===== src/rtl/sdr_seq_pkg.sv =====
package sdr_seq_pkg;
  // {csN, rasN, casN, weN}
  localparam logic [3:0] CMD_MRS = 4'b0000;
  localparam logic [3:0] CMD_REF = 4'b0001;
  localparam logic [3:0] CMD_PRE = 4'b0010;
  localparam logic [3:0] CMD_ACT = 4'b0011;
  localparam logic [3:0] CMD_NOP = 4'b0111;

  typedef enum logic [1:0] {
    ADDR_ZERO,
    ADDR_PRE,
    ADDR_MODE,
    ADDR_ROW
  } addrSel_e;

  typedef struct packed {
    logic     loadMode;
    logic     loadTimer;
    logic     clrPend;
    logic     latchRow;
    addrSel_e addrSel;
  } seqStrobe_t;
endpackage


===== src/rtl/sdr_seq_dp.sv =====
module sdr_seq_dp
  import sdr_seq_pkg::*;
#(
  parameter int ADDR_W = 12,
  parameter int TMR_W  = 16
) (
  input  logic              clk,
  input  logic              rstN,
  input  seqStrobe_t        stb,
  input  logic [2:0]        casLatCfg,
  input  logic              burstTypeCfg,
  input  logic [1:0]        portSize,
  input  logic [TMR_W-1:0]  refInterval,
  input  logic [ADDR_W-1:0] accRow,
  output logic              clLegal,
  output logic              refPending,
  output logic [ADDR_W-1:0] memAddr
);
  localparam int PRE_BIT = 10;

  logic [ADDR_W-1:0] modeWord, modeNext, rowReg;
  logic [TMR_W-1:0]  tmrCnt, tmrReload;
  logic              tmrRun, tmrExpire;
  logic [2:0]        blCode;

  assign clLegal = (casLatCfg != 3'b000) && !casLatCfg[2];

  always_comb begin
    case (portSize)
      2'b01, 2'b11: blCode = 3'b010;
      default:      blCode = 3'b011;
    endcase
    modeNext      = '0;
    modeNext[2:0] = blCode;
    modeNext[3]   = burstTypeCfg;
    modeNext[6:4] = casLatCfg;
  end

  always_ff @(posedge clk or negedge rstN) begin
    if (!rstN) begin
      modeWord <= '0;
      rowReg   <= '0;
    end else begin
      if (stb.loadMode) modeWord <= modeNext;
      if (stb.latchRow) rowReg   <= accRow;
    end
  end

  assign tmrReload = refInterval - TMR_W'(1);
  assign tmrExpire = tmrRun && !stb.loadTimer && (tmrCnt == '0);

  always_ff @(posedge clk or negedge rstN) begin
    if (!rstN) begin
      tmrCnt     <= '0;
      tmrRun     <= 1'b0;
      refPending <= 1'b0;
    end else begin
      if (stb.loadTimer) begin
        tmrCnt <= tmrReload;
        tmrRun <= 1'b1;
      end else if (tmrRun) begin
        tmrCnt <= (tmrCnt == '0) ? tmrReload : tmrCnt - TMR_W'(1);
      end
      if (tmrExpire)        refPending <= 1'b1;
      else if (stb.clrPend) refPending <= 1'b0;
    end
  end

  always_comb begin
    memAddr = '0;
    case (stb.addrSel)
      ADDR_PRE:  memAddr[PRE_BIT] = 1'b1;
      ADDR_MODE: memAddr = modeWord;
      ADDR_ROW:  memAddr = rowReg;
      default:   memAddr = '0;
    endcase
  end

  AST_PEND_STICKY: assert property (@(posedge clk) disable iff (!rstN)
    refPending && !stb.clrPend |=> refPending);
  AST_MODE_CL_LEGAL: assert property (@(posedge clk) disable iff (!rstN)
    (stb.addrSel == ADDR_MODE) |-> (memAddr[6:4] != 3'b000 && !memAddr[6]));
  AST_MODE_BL_CODE: assert property (@(posedge clk) disable iff (!rstN)
    (stb.addrSel == ADDR_MODE) |-> (memAddr[2:1] == 2'b01));
endmodule


===== src/rtl/sdr_seq_ctrl.sv =====
module sdr_seq_ctrl
  import sdr_seq_pkg::*;
#(
  parameter int MRS_REC = 2,
  parameter int REF_REC = 6,
  parameter int ACC_CYC = 4
) (
  input  logic       clk,
  input  logic       rstN,
  input  logic       startReq,
  input  logic       accReq,
  input  logic       clLegal,
  input  logic       refPending,
  output seqStrobe_t stb,
  output logic [3:0] cmd,
  output logic       accReady
);
  localparam int WAIT_A   = (MRS_REC > REF_REC) ? MRS_REC : REF_REC;
  localparam int WAIT_MAX = (WAIT_A > ACC_CYC) ? WAIT_A : ACC_CYC;
  localparam int CW       = $clog2(WAIT_MAX + 1);

  typedef enum logic [3:0] {
    ST_UNINIT, ST_PRECH, ST_MRS, ST_MREC, ST_IDLE,
    ST_ACT, ST_ACC, ST_REF, ST_RREC
  } seqState_e;

  seqState_e       state, nxt;
  logic [CW-1:0]   waitCnt, waitVal;
  logic            loadWait;

  always_comb begin
    nxt         = state;
    stb         = '0;
    stb.addrSel = ADDR_ZERO;
    cmd         = CMD_NOP;
    loadWait    = 1'b0;
    waitVal     = '0;
    case (state)
      ST_UNINIT: if (startReq && clLegal) begin
        nxt          = ST_PRECH;
        stb.loadMode = 1'b1;
      end
      ST_PRECH: begin
        cmd         = CMD_PRE;
        stb.addrSel = ADDR_PRE;
        nxt         = ST_MRS;
      end
      ST_MRS: begin
        cmd           = CMD_MRS;
        stb.addrSel   = ADDR_MODE;
        stb.loadTimer = 1'b1;
        loadWait      = 1'b1;
        waitVal       = CW'(MRS_REC - 1);
        nxt           = ST_MREC;
      end
      ST_IDLE: begin
        if (refPending) nxt = ST_REF;
        else if (accReq) begin
          nxt          = ST_ACT;
          stb.latchRow = 1'b1;
        end
      end
      ST_ACT: begin
        cmd         = CMD_ACT;
        stb.addrSel = ADDR_ROW;
        loadWait    = 1'b1;
        waitVal     = CW'(ACC_CYC - 1);
        nxt         = ST_ACC;
      end
      ST_REF: begin
        cmd         = CMD_REF;
        stb.clrPend = 1'b1;
        loadWait    = 1'b1;
        waitVal     = CW'(REF_REC - 1);
        nxt         = ST_RREC;
      end
      ST_MREC, ST_ACC, ST_RREC: if (waitCnt == '0) nxt = ST_IDLE;
      default: nxt = ST_UNINIT;
    endcase
  end

  always_ff @(posedge clk or negedge rstN) begin
    if (!rstN) begin
      state   <= ST_UNINIT;
      waitCnt <= '0;
    end else begin
      state <= nxt;
      if (loadWait)            waitCnt <= waitVal;
      else if (waitCnt != '0)  waitCnt <= waitCnt - CW'(1);
    end
  end

  assign accReady = (state == ST_IDLE) && !refPending;

  AST_MRS_AFTER_PRE: assert property (@(posedge clk) disable iff (!rstN)
    (cmd == CMD_MRS) |-> ($past(cmd) == CMD_PRE));
  AST_MRS_REC_1: assert property (@(posedge clk) disable iff (!rstN)
    (cmd == CMD_MRS) |=> (cmd == CMD_NOP));
  AST_MRS_REC_2: assert property (@(posedge clk) disable iff (!rstN)
    ($past(cmd, 2) == CMD_MRS) |-> (cmd == CMD_NOP && !accReady));
  AST_REF_REC: assert property (@(posedge clk) disable iff (!rstN)
    (cmd == CMD_REF) |=> (cmd == CMD_NOP));
  AST_ACT_GRANTED: assert property (@(posedge clk) disable iff (!rstN)
    (cmd == CMD_ACT) |-> $past(accReady && accReq));
  AST_ACT_NO_PEND: assert property (@(posedge clk) disable iff (!rstN)
    (cmd == CMD_ACT) |-> !$past(refPending));
endmodule


===== src/rtl/sdram_init_refresh_seq.sv =====
module sdram_init_refresh_seq
  import sdr_seq_pkg::*;
#(
  parameter int ADDR_W  = 12,
  parameter int TMR_W   = 16,
  parameter int MRS_REC = 2,
  parameter int REF_REC = 6,
  parameter int ACC_CYC = 4
) (
  input  logic              clk,
  input  logic              rstN,
  input  logic              startReq,
  input  logic [2:0]        casLatCfg,
  input  logic              burstTypeCfg,
  input  logic [1:0]        portSize,
  input  logic [TMR_W-1:0]  refInterval,
  input  logic              accReq,
  input  logic [ADDR_W-1:0] accRow,
  output logic              accReady,
  output logic              csN,
  output logic              rasN,
  output logic              casN,
  output logic              weN,
  output logic [ADDR_W-1:0] memAddr
);
  seqStrobe_t stb;
  logic       clLegal, refPending;
  logic [3:0] cmd;

  sdr_seq_ctrl #(.MRS_REC(MRS_REC), .REF_REC(REF_REC), .ACC_CYC(ACC_CYC)) ctrl_i (
    .clk(clk), .rstN(rstN), .startReq(startReq), .accReq(accReq),
    .clLegal(clLegal), .refPending(refPending), .stb(stb), .cmd(cmd),
    .accReady(accReady)
  );

  sdr_seq_dp #(.ADDR_W(ADDR_W), .TMR_W(TMR_W)) dp_i (
    .clk(clk), .rstN(rstN), .stb(stb), .casLatCfg(casLatCfg),
    .burstTypeCfg(burstTypeCfg), .portSize(portSize),
    .refInterval(refInterval), .accRow(accRow), .clLegal(clLegal),
    .refPending(refPending), .memAddr(memAddr)
  );

  assign {csN, rasN, casN, weN} = cmd;
endmodule


===== config.mk =====
export PLATFORM = sky130hd
export DESIGN_NAME = sdram_init_refresh_seq
export DESIGN_NICKNAME = d
export VERILOG_FILES = /design/src/rtl/sdr_seq_pkg.sv /design/src/rtl/sdr_seq_dp.sv /design/src/rtl/sdr_seq_ctrl.sv /design/src/rtl/sdram_init_refresh_seq.sv
export SDC_FILE = /design/constraint.sdc
export NUM_CORES = 1
export LEC_CHECK = 0
export BUFFER_PORTS_ARGS = -buffer_cell sky130_fd_sc_hd__buf_2
export CAP_MARGIN = 5
export CORE_ASPECT_RATIO = 1.25
export CORE_MARGIN = 2
export CORE_UTILIZATION = 58
export CTS_BUF_LIST = sky130_fd_sc_hd__clkbuf_8
export DETAILED_ROUTE_END_ITERATION = 8
export MAX_ROUTING_LAYER = met4
export PLACE_DENSITY = 0.81
export REMOVE_ABC_BUFFERS = 1
export SYNTH_ARGS = -nofsm -noshare
export SYNTH_HDL_FRONTEND = slang
export SYNTH_SLANG_ARGS = --single-unit

===== constraint.sdc =====
create_clock -name clk -period 2 [get_ports clk]
set_input_delay 0.1 -clock clk [delete_from_list [all_inputs] [get_ports clk]]
set_output_delay 0.1 -clock clk [all_outputs]
set_load 0.02 [all_outputs]

==> reports/metrics.csv <==
stage;metric;value;unit
clocking;tritoncts;yes;
routing;wire_per_inst;15.83;um
power_and_ir_drop;irDropWorstVdd;617.1;uV
placement;gp_congestion;0.8407;
global_route;grt_overflow;0;
yosys;synth-main-ff-cell;dfrtp_1;
clocking;cts_buffers;5;
run;max_cap_viol_count;0;
clocking;htree_levels;2;
min_path;worstHoldStart;accRow[3];
power_and_ir_drop;powerDensity;1300;mW/mm2
timing;period_share;94.58;%
die;die_h;82.38;um
yosys;synth_cell_types;66;
critical_path;path_class;reg -> out;
final_layout;finalNetCount;398;
critical_path;r2r_end;dp_i.tmrCnt[9];
routing;routed_wl;6.584;mm
global_route;antenna_found_initial;0;
routing;vias;2467;
critical_path;required;1.90;ns
min_path;hold_depth;2;
yosys;syn_inst;283;
timing;rsz0062_at_grt;no;
die;die_w;66.70;um
clocking;cts_root_buf;clkbuf_8;
yosys;synth_area;0.002850;mm2
global_route;grt_pass1_wl;11.10;mm
final_layout;final_cell_mix;buf_2 (52), dfrtp_1 (43), buf_4 (27);
min_path;min_to;dp_i.rowReg[3];
yosys;synth.avg_cell_area;10.07;um2
yosys;synth_edf_count;0;
critical_path;start_kind;register;
critical_path;cp.buffers_inverters;3;
die;pin_count;55;
global_route;grt_max_degree;22;
critical_path;cp_max_fo;16;
routing;first_pass_iters;4;
routing;drc;0;
critical_path;slowest_stage;dfrtp_1;
yosys;synth-seq-cells;43;
routing;antenna_left;0;
final_layout;area_growth;20.54;%
critical_path;reg2reg_depth;5;
placement;portBuffers;52;
routing;via_per_inst;5.930;
die;fp.dieArea;0.005494;mm2
die;initial_core_util;60.26;%
clocking;cts.path.max_buffers;2;
critical_path;rr_startpoint;dp_i.tmrCnt[2];
final_layout;antenna_cells;0;
min_path;hp-class;in -> reg;
die;row_count;28;
yosys;ys_seq_area_share;37.75;%
routing;drt_iter0_markers;203;
die;core;0.004730;mm2
timing;hold_ws;0.007907;ns
timing;hold_viol;0;
critical_path;slowest_delay;0.40;ns
outcome;status;completed;
timing;fmax;0.5287;GHz
yosys;yosys_warnings;0;
power_and_ir_drop;p_leak;1.533;nW
final_layout;final_common_cell;buf_2;
timing;fin_skew;0.006458;ns
timing;finalMaxSlewViolations;0;
yosys;async_flop_share;100.0;%
final_layout;drive_gt1_share;30.90;%
clocking;clk_pin_slew;0.09;ns
global_route;grt_pass1_vias;2442;
global_route;track_usage;26.99;%
timing;fin_setup_tns;0;ns
critical_path;path_delay_family;buffers and inverters;
critical_path;worstPathArrival;1.79;ns
critical_path;crit_path_frequent_cell;buf_4;
clocking;clock_sinks;43;
critical_path;path_cells;buf_4, nor4b_2, buf_4, a22o_1, buf_2;
placement;dp_hpwl;5.044;mm
clocking;clock_latency;0.30;ns
critical_path;cp-end-kind;primary output;
timing;setup_viol_count_final;0;
timing;final.min_clock_period;1.892;ns
critical_path;rrSetupSlack;0.17;ns
## power breakdown
group          internal (mW)  total, mW  leakage, nW  switching [mW]
Clock                  0.250      0.574       0.0408           0.324
Combinational           1.07       2.24        0.966            1.18
Sequential              1.27       1.65        0.526           0.383
## layout make-up
cell class	instances	area, um2
Clock inverter	3	23.77
Timing Repair Buffer	81	483.0
Clock buffer	5	68.82
Inverter	11	41.29
Multi-Input combinational cell	213	1668
Fill cell	355	1294
Tap cell	60	75.07
Sequential cell	43	1076
## registers in the layout, summed over array words and instances, names as in the netlist
| name | cells |
|---|---|
| dp_i.rowReg | 12 |
| dp_i.modeWord | 6 |
| dp_i.tmrRun | 1 |
| dp_i.refPending | 1 |
| ctrl_i.waitCnt | 3 |
| dp_i.tmrCnt | 16 |
| ctrl_i.state | 4 |
## cells in the mapped netlist (7+ instances only)
library cell | instances | share of area [%]
dfrtp_1 | 43 | 38
nand2_1 | 17 | 2.2
nor2_1 | 14 | 1.8
xor2_1 | 14 | 4.3
inv_1 | 11 | 1.4
clkbuf_1 | 10 | 1.3
mux2_1 | 10 | 4.0
nand3_1 | 8 | 1.4
a211oi_1 | 7 | 1.8
nand4_1 | 7 | 1.5
nor2b_1 | 7 | 1.5
nor4_1 | 7 | 1.5
xnor2_1 | 7 | 2.2
## per-stage QoR
step / cells / total power, mW / utilization [%] / setup WS [ns] / area (um2)
detailed placement: 404 / 3.849 / 69.66 / 0.07270 / 3294
floorplan: 267 / 3.117 / - / -0.9545 / 2765
global route: 416 / 4.835 / 72.65 / 0.001000 / 3436
global placement: 404 / 3.747 / 69.66 / 0.1168 / 3294
CTS: 414 / 4.436 / 72.04 / 0.03406 / 3407
finish: 416 / 4.465 / 72.65 / 0.1085 / 3436
## kinds of logic after synthesis
family / synth area share (%)
adders and majority gates: 2.546
buffers and inverters: 4.434
DFF: 37.75
muxes: 8.428
other: 0.1316
AOI/OAI and AO/OA: 13.65
and+or+nand+nor: 26.60
xor gates and xnor gates: 6.453
## layer usage
metal | global-route usage [%] | vias up | part of all wire [%]
met1 | 29.64 | 1149 | 39
met3 | 4.472 | 18 | 5.6
met4 | 10.00 | 0 | 2.3
met2 | 48.90 | 96 | 53
li1 | - | 1204 | -
met5 | - | - | 0
## worst max-delay path by stage
stage / cells after the start / startpoint / endpoint / slack [ns]
after floorplan: 4 / ctrl_i.state[0] / dp_i.tmrCnt[9] / -0.95
after global placement: 6 / dp_i.tmrCnt[0] / dp_i.tmrCnt[14] / 0.12
after detailed placement: 6 / dp_i.tmrCnt[0] / dp_i.tmrCnt[14] / 0.07
after CTS: 6 / dp_i.tmrCnt[0] / dp_i.tmrCnt[14] / 0.03
after global routing: 7 / dp_i.tmrCnt[1] / dp_i.tmrCnt[13] / 0.001
final: 5 / ctrl_i.state[0] / memAddr[3] / 0.11
## repair_timing
item	4_1_cts	5_1_grt
hold buffers	2	0
hold endpoints to repair	20	0
endpoints found under the setup margin	0	14
setup buffers	0	2
gates resized for setup	0	2
(Power assumes the default switching activity.)
